--- src/rtl/brg_irq_pkg.sv ---
package brg_irq_pkg;

    // Register select inside one channel window; bits [2:1] of the offset
    typedef enum logic [1:0] {
        SEL_CTRL = 2'd0,
        SEL_LVL  = 2'd1,
        SEL_ENA  = 2'd2,
        SEL_STAT = 2'd3
    } chan_sel_t;

endpackage

--- src/rtl/brg_irq_decode.sv ---
module brg_irq_decode
    import brg_irq_pkg::*;
#(
    parameter int                      AW       = 8,
    parameter int                      NCH      = 2,
    parameter logic [AW-1:0]           FEAT_OFS = 8'h02,
    parameter logic [NCH-1:0][AW-1:0]  CH_BASE  = {8'h28, 8'h18}
) (
    input  logic            clk,
    input  logic            rst_n,
    input  logic [AW-1:0]   addr,
    output logic            feat_hit,
    output logic [NCH-1:0]  ch_hit,
    output chan_sel_t       sel
);

    localparam int WIN_LSB = 3;

    assign feat_hit = (addr == FEAT_OFS);
    assign sel      = chan_sel_t'(addr[2:1]);

    for (genvar c = 0; c < NCH; c++) begin : g_hit
        assign ch_hit[c] = (addr[AW-1:WIN_LSB] == CH_BASE[c][AW-1:WIN_LSB]) && !addr[0];
    end

    // At most one target answers any offset
    assert_single_target_R10: assert property (@(posedge clk) disable iff (!rst_n)
        $onehot0({ch_hit, feat_hit}));

endmodule

--- src/rtl/brg_irq_chan.sv ---
module brg_irq_chan
    import brg_irq_pkg::*;
#(
    parameter int DW      = 16,
    parameter int LW      = 4,
    parameter int RUN_BIT = DW - 1
) (
    input  logic            clk,
    input  logic            rst_n,
    input  logic            wr_en,
    input  chan_sel_t       sel,
    input  logic [DW-1:0]   wdata,
    input  logic [DW-1:0]   evt,
    output logic [DW-1:0]   rd_val,
    output logic            irq,
    output logic [LW-1:0]   lvl
);

    typedef struct packed {
        logic [DW-1:0] ctrl;
        logic [LW-1:0] lvl;
        logic [DW-1:0] ena;
        logic [DW-1:0] stat;
        logic [DW-1:0] evt_prev;
    } chan_st_t;

    chan_st_t      st_q, st_d;
    logic          run;
    logic [DW-1:0] rise_g;
    logic [DW-1:0] clr;

    always_comb begin
        st_d   = st_q;
        run    = st_q.ctrl[RUN_BIT];
        rise_g = run ? (evt & ~st_q.evt_prev) : '0;
        clr    = (wr_en && sel == SEL_STAT) ? wdata : '0;
        st_d.evt_prev = evt;
        if (wr_en) begin
            case (sel)
                SEL_CTRL: st_d.ctrl = wdata;
                SEL_LVL:  st_d.lvl  = wdata[LW-1:0];
                SEL_ENA:  st_d.ena  = wdata;
                default:  ;
            endcase
        end
        // new edge dominates a same-cycle clear
        st_d.stat = (st_q.stat & ~clr) | rise_g;
    end

    always_ff @(posedge clk or negedge rst_n) begin
        if (!rst_n) st_q <= '0;
        else        st_q <= st_d;
    end

    always_comb begin
        case (sel)
            SEL_CTRL: rd_val = st_q.ctrl;
            SEL_LVL:  rd_val = {{(DW-LW){1'b0}}, st_q.lvl};
            SEL_ENA:  rd_val = st_q.ena;
            default:  rd_val = st_q.stat;
        endcase
    end

    assign irq = run && |(st_q.stat & st_q.ena);
    assign lvl = st_q.lvl;

    // Status bits fall only through a status write
    assert_sticky_R4: assert property (@(posedge clk) disable iff (!rst_n)
        !(wr_en && sel == SEL_STAT) |=> ((st_q.stat & $past(st_q.stat)) == $past(st_q.stat)));

    // Written ones clear unless an edge arrived with them
    assert_w1c_R5: assert property (@(posedge clk) disable iff (!rst_n)
        (wr_en && sel == SEL_STAT) |=> ((st_q.stat & $past(wdata) & ~$past(rise_g)) == '0));

    // Edge wins over a simultaneous clear
    assert_set_wins_R9: assert property (@(posedge clk) disable iff (!rst_n)
        (rise_g != '0) |=> ((st_q.stat & $past(rise_g)) == $past(rise_g)));

    // Channel in reset: no new status bits
    assert_no_capture_R7: assert property (@(posedge clk) disable iff (!rst_n)
        !run |=> ((st_q.stat & ~$past(st_q.stat)) == '0));

    // Level output follows the last write to the level register
    assert_lvl_follow_R8: assert property (@(posedge clk) disable iff (!rst_n)
        (wr_en && sel == SEL_LVL) |=> (lvl == $past(wdata[LW-1:0])));

endmodule

--- src/rtl/brg_irq_regs.sv ---
module brg_irq_regs
    import brg_irq_pkg::*;
#(
    parameter int                      DW       = 16,
    parameter int                      AW       = 8,
    parameter int                      LW       = 4,
    parameter int                      NCH      = 2,
    parameter logic [AW-1:0]           FEAT_OFS = 8'h02,
    parameter logic [NCH-1:0][AW-1:0]  CH_BASE  = {8'h28, 8'h18}
) (
    input  logic                     clk,
    input  logic                     rst_n,
    input  logic [NCH-1:0]           strap_fit,
    input  logic [AW-1:0]            bus_addr,
    input  logic [DW-1:0]            bus_wdata,
    input  logic                     bus_wr,
    input  logic                     bus_rd,
    output logic [DW-1:0]            bus_rdata,
    input  logic [NCH-1:0][DW-1:0]   chan_evt,
    output logic [NCH-1:0]           chan_irq,
    output logic [NCH-1:0][LW-1:0]   chan_lvl
);

    typedef struct packed {
        logic [DW-1:0] rdata;
    } top_st_t;

    logic                    feat_hit;
    logic [NCH-1:0]          ch_hit;
    chan_sel_t               sel;
    logic [NCH-1:0][DW-1:0]  ch_rd;
    top_st_t                 top_q, top_d;

    brg_irq_decode #(
        .AW(AW), .NCH(NCH), .FEAT_OFS(FEAT_OFS), .CH_BASE(CH_BASE)
    ) u_dec (
        .clk(clk), .rst_n(rst_n), .addr(bus_addr),
        .feat_hit(feat_hit), .ch_hit(ch_hit), .sel(sel)
    );

    for (genvar c = 0; c < NCH; c++) begin : g_ch
        brg_irq_chan #(.DW(DW), .LW(LW)) u_ch (
            .clk   (clk),
            .rst_n (rst_n),
            .wr_en (bus_wr && ch_hit[c]),
            .sel   (sel),
            .wdata (bus_wdata),
            .evt   (chan_evt[c]),
            .rd_val(ch_rd[c]),
            .irq   (chan_irq[c]),
            .lvl   (chan_lvl[c])
        );
    end

    always_comb begin
        top_d.rdata = '0;
        if (bus_rd) begin
            if (feat_hit) top_d.rdata = {{(DW-NCH){1'b0}}, strap_fit};
            for (int c = 0; c < NCH; c++)
                if (ch_hit[c]) top_d.rdata = ch_rd[c];
        end
    end

    always_ff @(posedge clk or negedge rst_n) begin
        if (!rst_n) top_q <= '0;
        else        top_q <= top_d;
    end

    assign bus_rdata = top_q.rdata;

    // Idle bus cycle leaves zero on the read data
    assert_rd_idle_R11: assert property (@(posedge clk) disable iff (!rst_n)
        !bus_rd |=> (bus_rdata == '0));

    // Strap word is reported as read
    assert_strap_R2: assert property (@(posedge clk) disable iff (!rst_n)
        (bus_rd && bus_addr == FEAT_OFS) |=> (bus_rdata == {{(DW-NCH){1'b0}}, $past(strap_fit)}));

endmodule

--- config.mk ---
export PLATFORM = sky130hd
export DESIGN_NAME = brg_irq_regs
export DESIGN_NICKNAME = d
export VERILOG_FILES = /design/src/rtl/brg_irq_pkg.sv /design/src/rtl/brg_irq_decode.sv /design/src/rtl/brg_irq_chan.sv /design/src/rtl/brg_irq_regs.sv
export SDC_FILE = /design/constraint.sdc
export NUM_CORES = 1
export LEC_CHECK = 0
export BUFFER_PORTS_ARGS = -buffer_cell sky130_fd_sc_hd__buf_2
export CAP_MARGIN = 15
export CORE_ASPECT_RATIO = 0.9
export CORE_MARGIN = 5
export CORE_UTILIZATION = 45
export CTS_CLUSTER_SIZE = 14
export DETAILED_ROUTE_END_ITERATION = 10
export GPL_TIMING_DRIVEN = 1
export HOLD_SLACK_MARGIN = 0.1
export PLACE_DENSITY = 0.69
export SLEW_MARGIN = 5
export SYNTH_ARGS = -nofsm -noshare
export SYNTH_HDL_FRONTEND = slang
export SYNTH_HIERARCHICAL = 1
export SYNTH_SLANG_ARGS = --single-unit
--- constraint.sdc ---
create_clock -name clk -period 1.5 [get_ports clk]
set_input_delay 0.15 -clock clk [delete_from_list [all_inputs] [get_ports clk]]
set_output_delay 0.15 -clock clk [all_outputs]
set_load 0.005 [all_outputs]
==> results.md <==
* Overall Global Routing Usage at 18.9%
* Max VDD drop at 0.795 mV
* # setup viols final at 9
* Initial DRC Count at 260
* Yosys top cell area share at 56.1%
* Die ar. at 17600 µm²
* Ant diodes at 0
* Async SR Flop Fraction at 100%
* Fillers at 1145
* Mapped Cells at 506
* Final WS setup at -403 ps
* Tightest Pin Transition at 595 ps
* Slew margin rel. at 60.3%
* Crit-path max FO at 2
* Slowest cell delay on critical path at 380 ps
* Total number of vias at 4740
* Post-Synthesis Cell Area at 6780 µm²
* TritonCTS clock tree: yes
* Count leader, synth: dfrtp_1
* R2R cell count at 4
* Vias per inst at 5.36
* Syn avg cell area at 13.4 µm²
* Number of global-route vias before repair at 5118
* Final Hold Fails at 0
* Clock sinks at 152
* Largest net degree at the start of global routing at 50
* Part of the Yosys area used for sequential elements at 56.1%
* I/O pin count at 88
* Fin crit share at 127%
* Synth Area in Simple Gates at 7.21%
* Multi-input logic area at 2740 µm²
* WP depth at 5
* Number of synthesized flops with an enable pin at 0
* Layout area overhead at 32.9%
* Worst path slowest cell: dfrtp_1
* Register Area at 3800 µm²
* Buf/Inv on CP at 1
* Cells along the critical path: a22o_1 > a221oi_2 > nand3_1 > o21a_1 > buf_2
* Worst-Skew Late Latency at 420 ps
* Core Area at 14800 µm²
* Starting Density at 45.9%
* Hold Startpoint: bus_wdata[2]
* CP Capture Type: output port
* WL/cell at 18.4 µm
* Nets at 736
* Synth top area cells: dfrtp_1 (56%), mux2_2 (16%), a32o_1 (4.7%)
* Max-Cap Viols at 0
* Die Span X at 139 µm
* WP data required at 1350 ps
* Distinct cells, synth at 29
* Setup Skew at 6.90 ps
* TritonCTS Buffers at 17
* Max-slew violations at 0
* Crit path max-delay family: compound AO/OA/AOI/OAI gates
* Beginning of the critical path: g_ch[0].u_ch/st_q[32]
* Unrepaired setup endpoints after global routing: yes
* ANT nets after route at 0
* Share of cells above drive strength 1 at 40.7%
* XOR/XNOR Fraction of Synth Area at 0%
* Clock Tree Root: clkbuf_16
* Worst setup SP type: register
* Non-filler cells, final at 884
* Failing checks: negative setup slack
* Kind of critical path: register to output port
* Syn nets at 568
* Main combinational cell family by area after synthesis: multiplexers
* Post-synth top area cell: dfrtp_1
* Hold Path Cell Cnt at 3
* I/O Buffers at 87
* DR pass1 iterations at 4
* Global-route wire length before repair at 26400 µm
* Critical Path AT at 1750 ps
* Total power at 10.5 mW
* Worst reg2reg startpoint: g_ch[0].u_ch/st_q[16]
* Placed cells at 792
* Post-DP HPWL at 11400 µm
* Mux share of post-synthesis cell area at 19.0%
* Outcome: finished, violations left
* Hold Crit Class: primary input to register
* Rows at 42
* Chip Height at 126 µm
* #FFs+latches synth at 152
* Min Hold Slack at 123 ps
* Final core utilization at 61.1%
* Post-Route WL at 16300 µm
* Worst-case clock buffer depth at 2
* CTS H-tree depth at 4
* Synth top cells by count: dfrtp_1 (152), mux2_2 (94), nand2_1 (47)
* Grt ovf at 0
* Synth Area in Adders at 0%
* Initial antenna violation count at 0
* Yosys warnings at 6
* Worst-path clk slew at 60 ps
* DRC viols at 0
* Final min period at 1900 ps
* RePlAce Congestion at 0.843
* Primary FF master, synth: dfrtp_1
* P_leak at 4.40 nW
* Pwr Density at 1160 nW/µm²
* Max Clock Freq at 525 MHz
* Compound-cell area share of the yosys netlist at 11.6%
tightest hold or removal path, stage by stage:
cell and delay [ps]:
buf_2 160, nand2_1 70, a32o_1 110
state kept, by name, summed over array words and instances (netlist names):
name            count
g_ch.u_ch/st_q    126
bus_rdata          16
g_ch.u_ch/lvl       8
g_ch.u_ch/run       2
cell families after synthesis:
family | count (synthesis)
mux | 104
flops | 152
buf+inv | 73
simple gates | 85
compound gates | 92
cell usage in the layout (no fill, tap or decap), drive strengths merged:
master       instances
buf                138
a32o                32
nor4                 2
nor2                 3
nand3                4
mux4                 8
nor3b                2
clkinvlp             2
a21oi               16
or4                  1
bufinv               4
and2                 2
nand3b              21
dfrtp              152
nand2b               1
clkbuf              24
inv                 35
a22oi                8
o21a                 2
nand2               47
dlygate4sd3         48
a22o                28
clkinv               2
and3                 2
a221oi               6
mux2                96
routing by layer:
layer / vias up / track usage [%] / wire (µm) / part of all wire, %
li1: 2180 / - / - / -
met1: 2438 / 24.4 / 7210 / 44
met2: 113 / 31.9 / 8050 / 49
met3: 9 / 5.49 / 947 / 5.8
met4: 0 / 4.14 / 99 / 0.61
met5: - / 0 / 0 / 0
final timing paths:
kind                                          to  slack (ps)
min in group asynchronous  g_ch[1].u_ch/st_q[44]         250
max in group asynchronous  g_ch[0].u_ch/st_q[19]         660
hold / removal             g_ch[0].u_ch/st_q[18]         120
setup reg to reg                    bus_rdata[0]          50
setup / recovery                     chan_irq[0]        -400
hold reg to reg            g_ch[1].u_ch/st_q[52]         500
final cells by class:
class	count	share of cell area [%]
Inverter	35	1.46
Tap cell	198	2.75
Sequential cell	152	42.2
Clock inverter	8	1.61
Timing Repair Buffer	187	16.4
Clock buffer	23	5.19
Multi-Input combinational cell	281	30.4
timing repair:
| action | CTS | global route |
|---|---|---|
| buffers inserted | 6 | 6 |
| setup endpoints to repair | 18 | 28 |
| gates cloned | 0 | 1 |
| hold endpoints to repair | 259 | 0 |
| gates resized for setup | 24 | 3 |
| hold buffers | 48 | 0 |
| pin swaps | 7 | 6 |
through the flow:
stage          setup TNS [ps]  cell area (µm²)  setup WS, ps
6_report                 -830             9020          -403
5_1_grt                 -1580             9020          -482
4_1_cts                  -750             8930          -350
3_5_place_dp           -32570             7690          -478
3_3_place_gp           -28400             7690          -440
2_1_floorplan          -32060             6890          -640
where the power goes:
group / internal [mW] / leakage (nW) / switching [mW]
registers: 4.47 / 2.00 / 0.284
logic: 0.763 / 2.10 / 0.521
clock network: 2.86 / 0.293 / 1.58
total: 8.09 / 4.40 / 2.39
(Power assumes the default switching activity.)
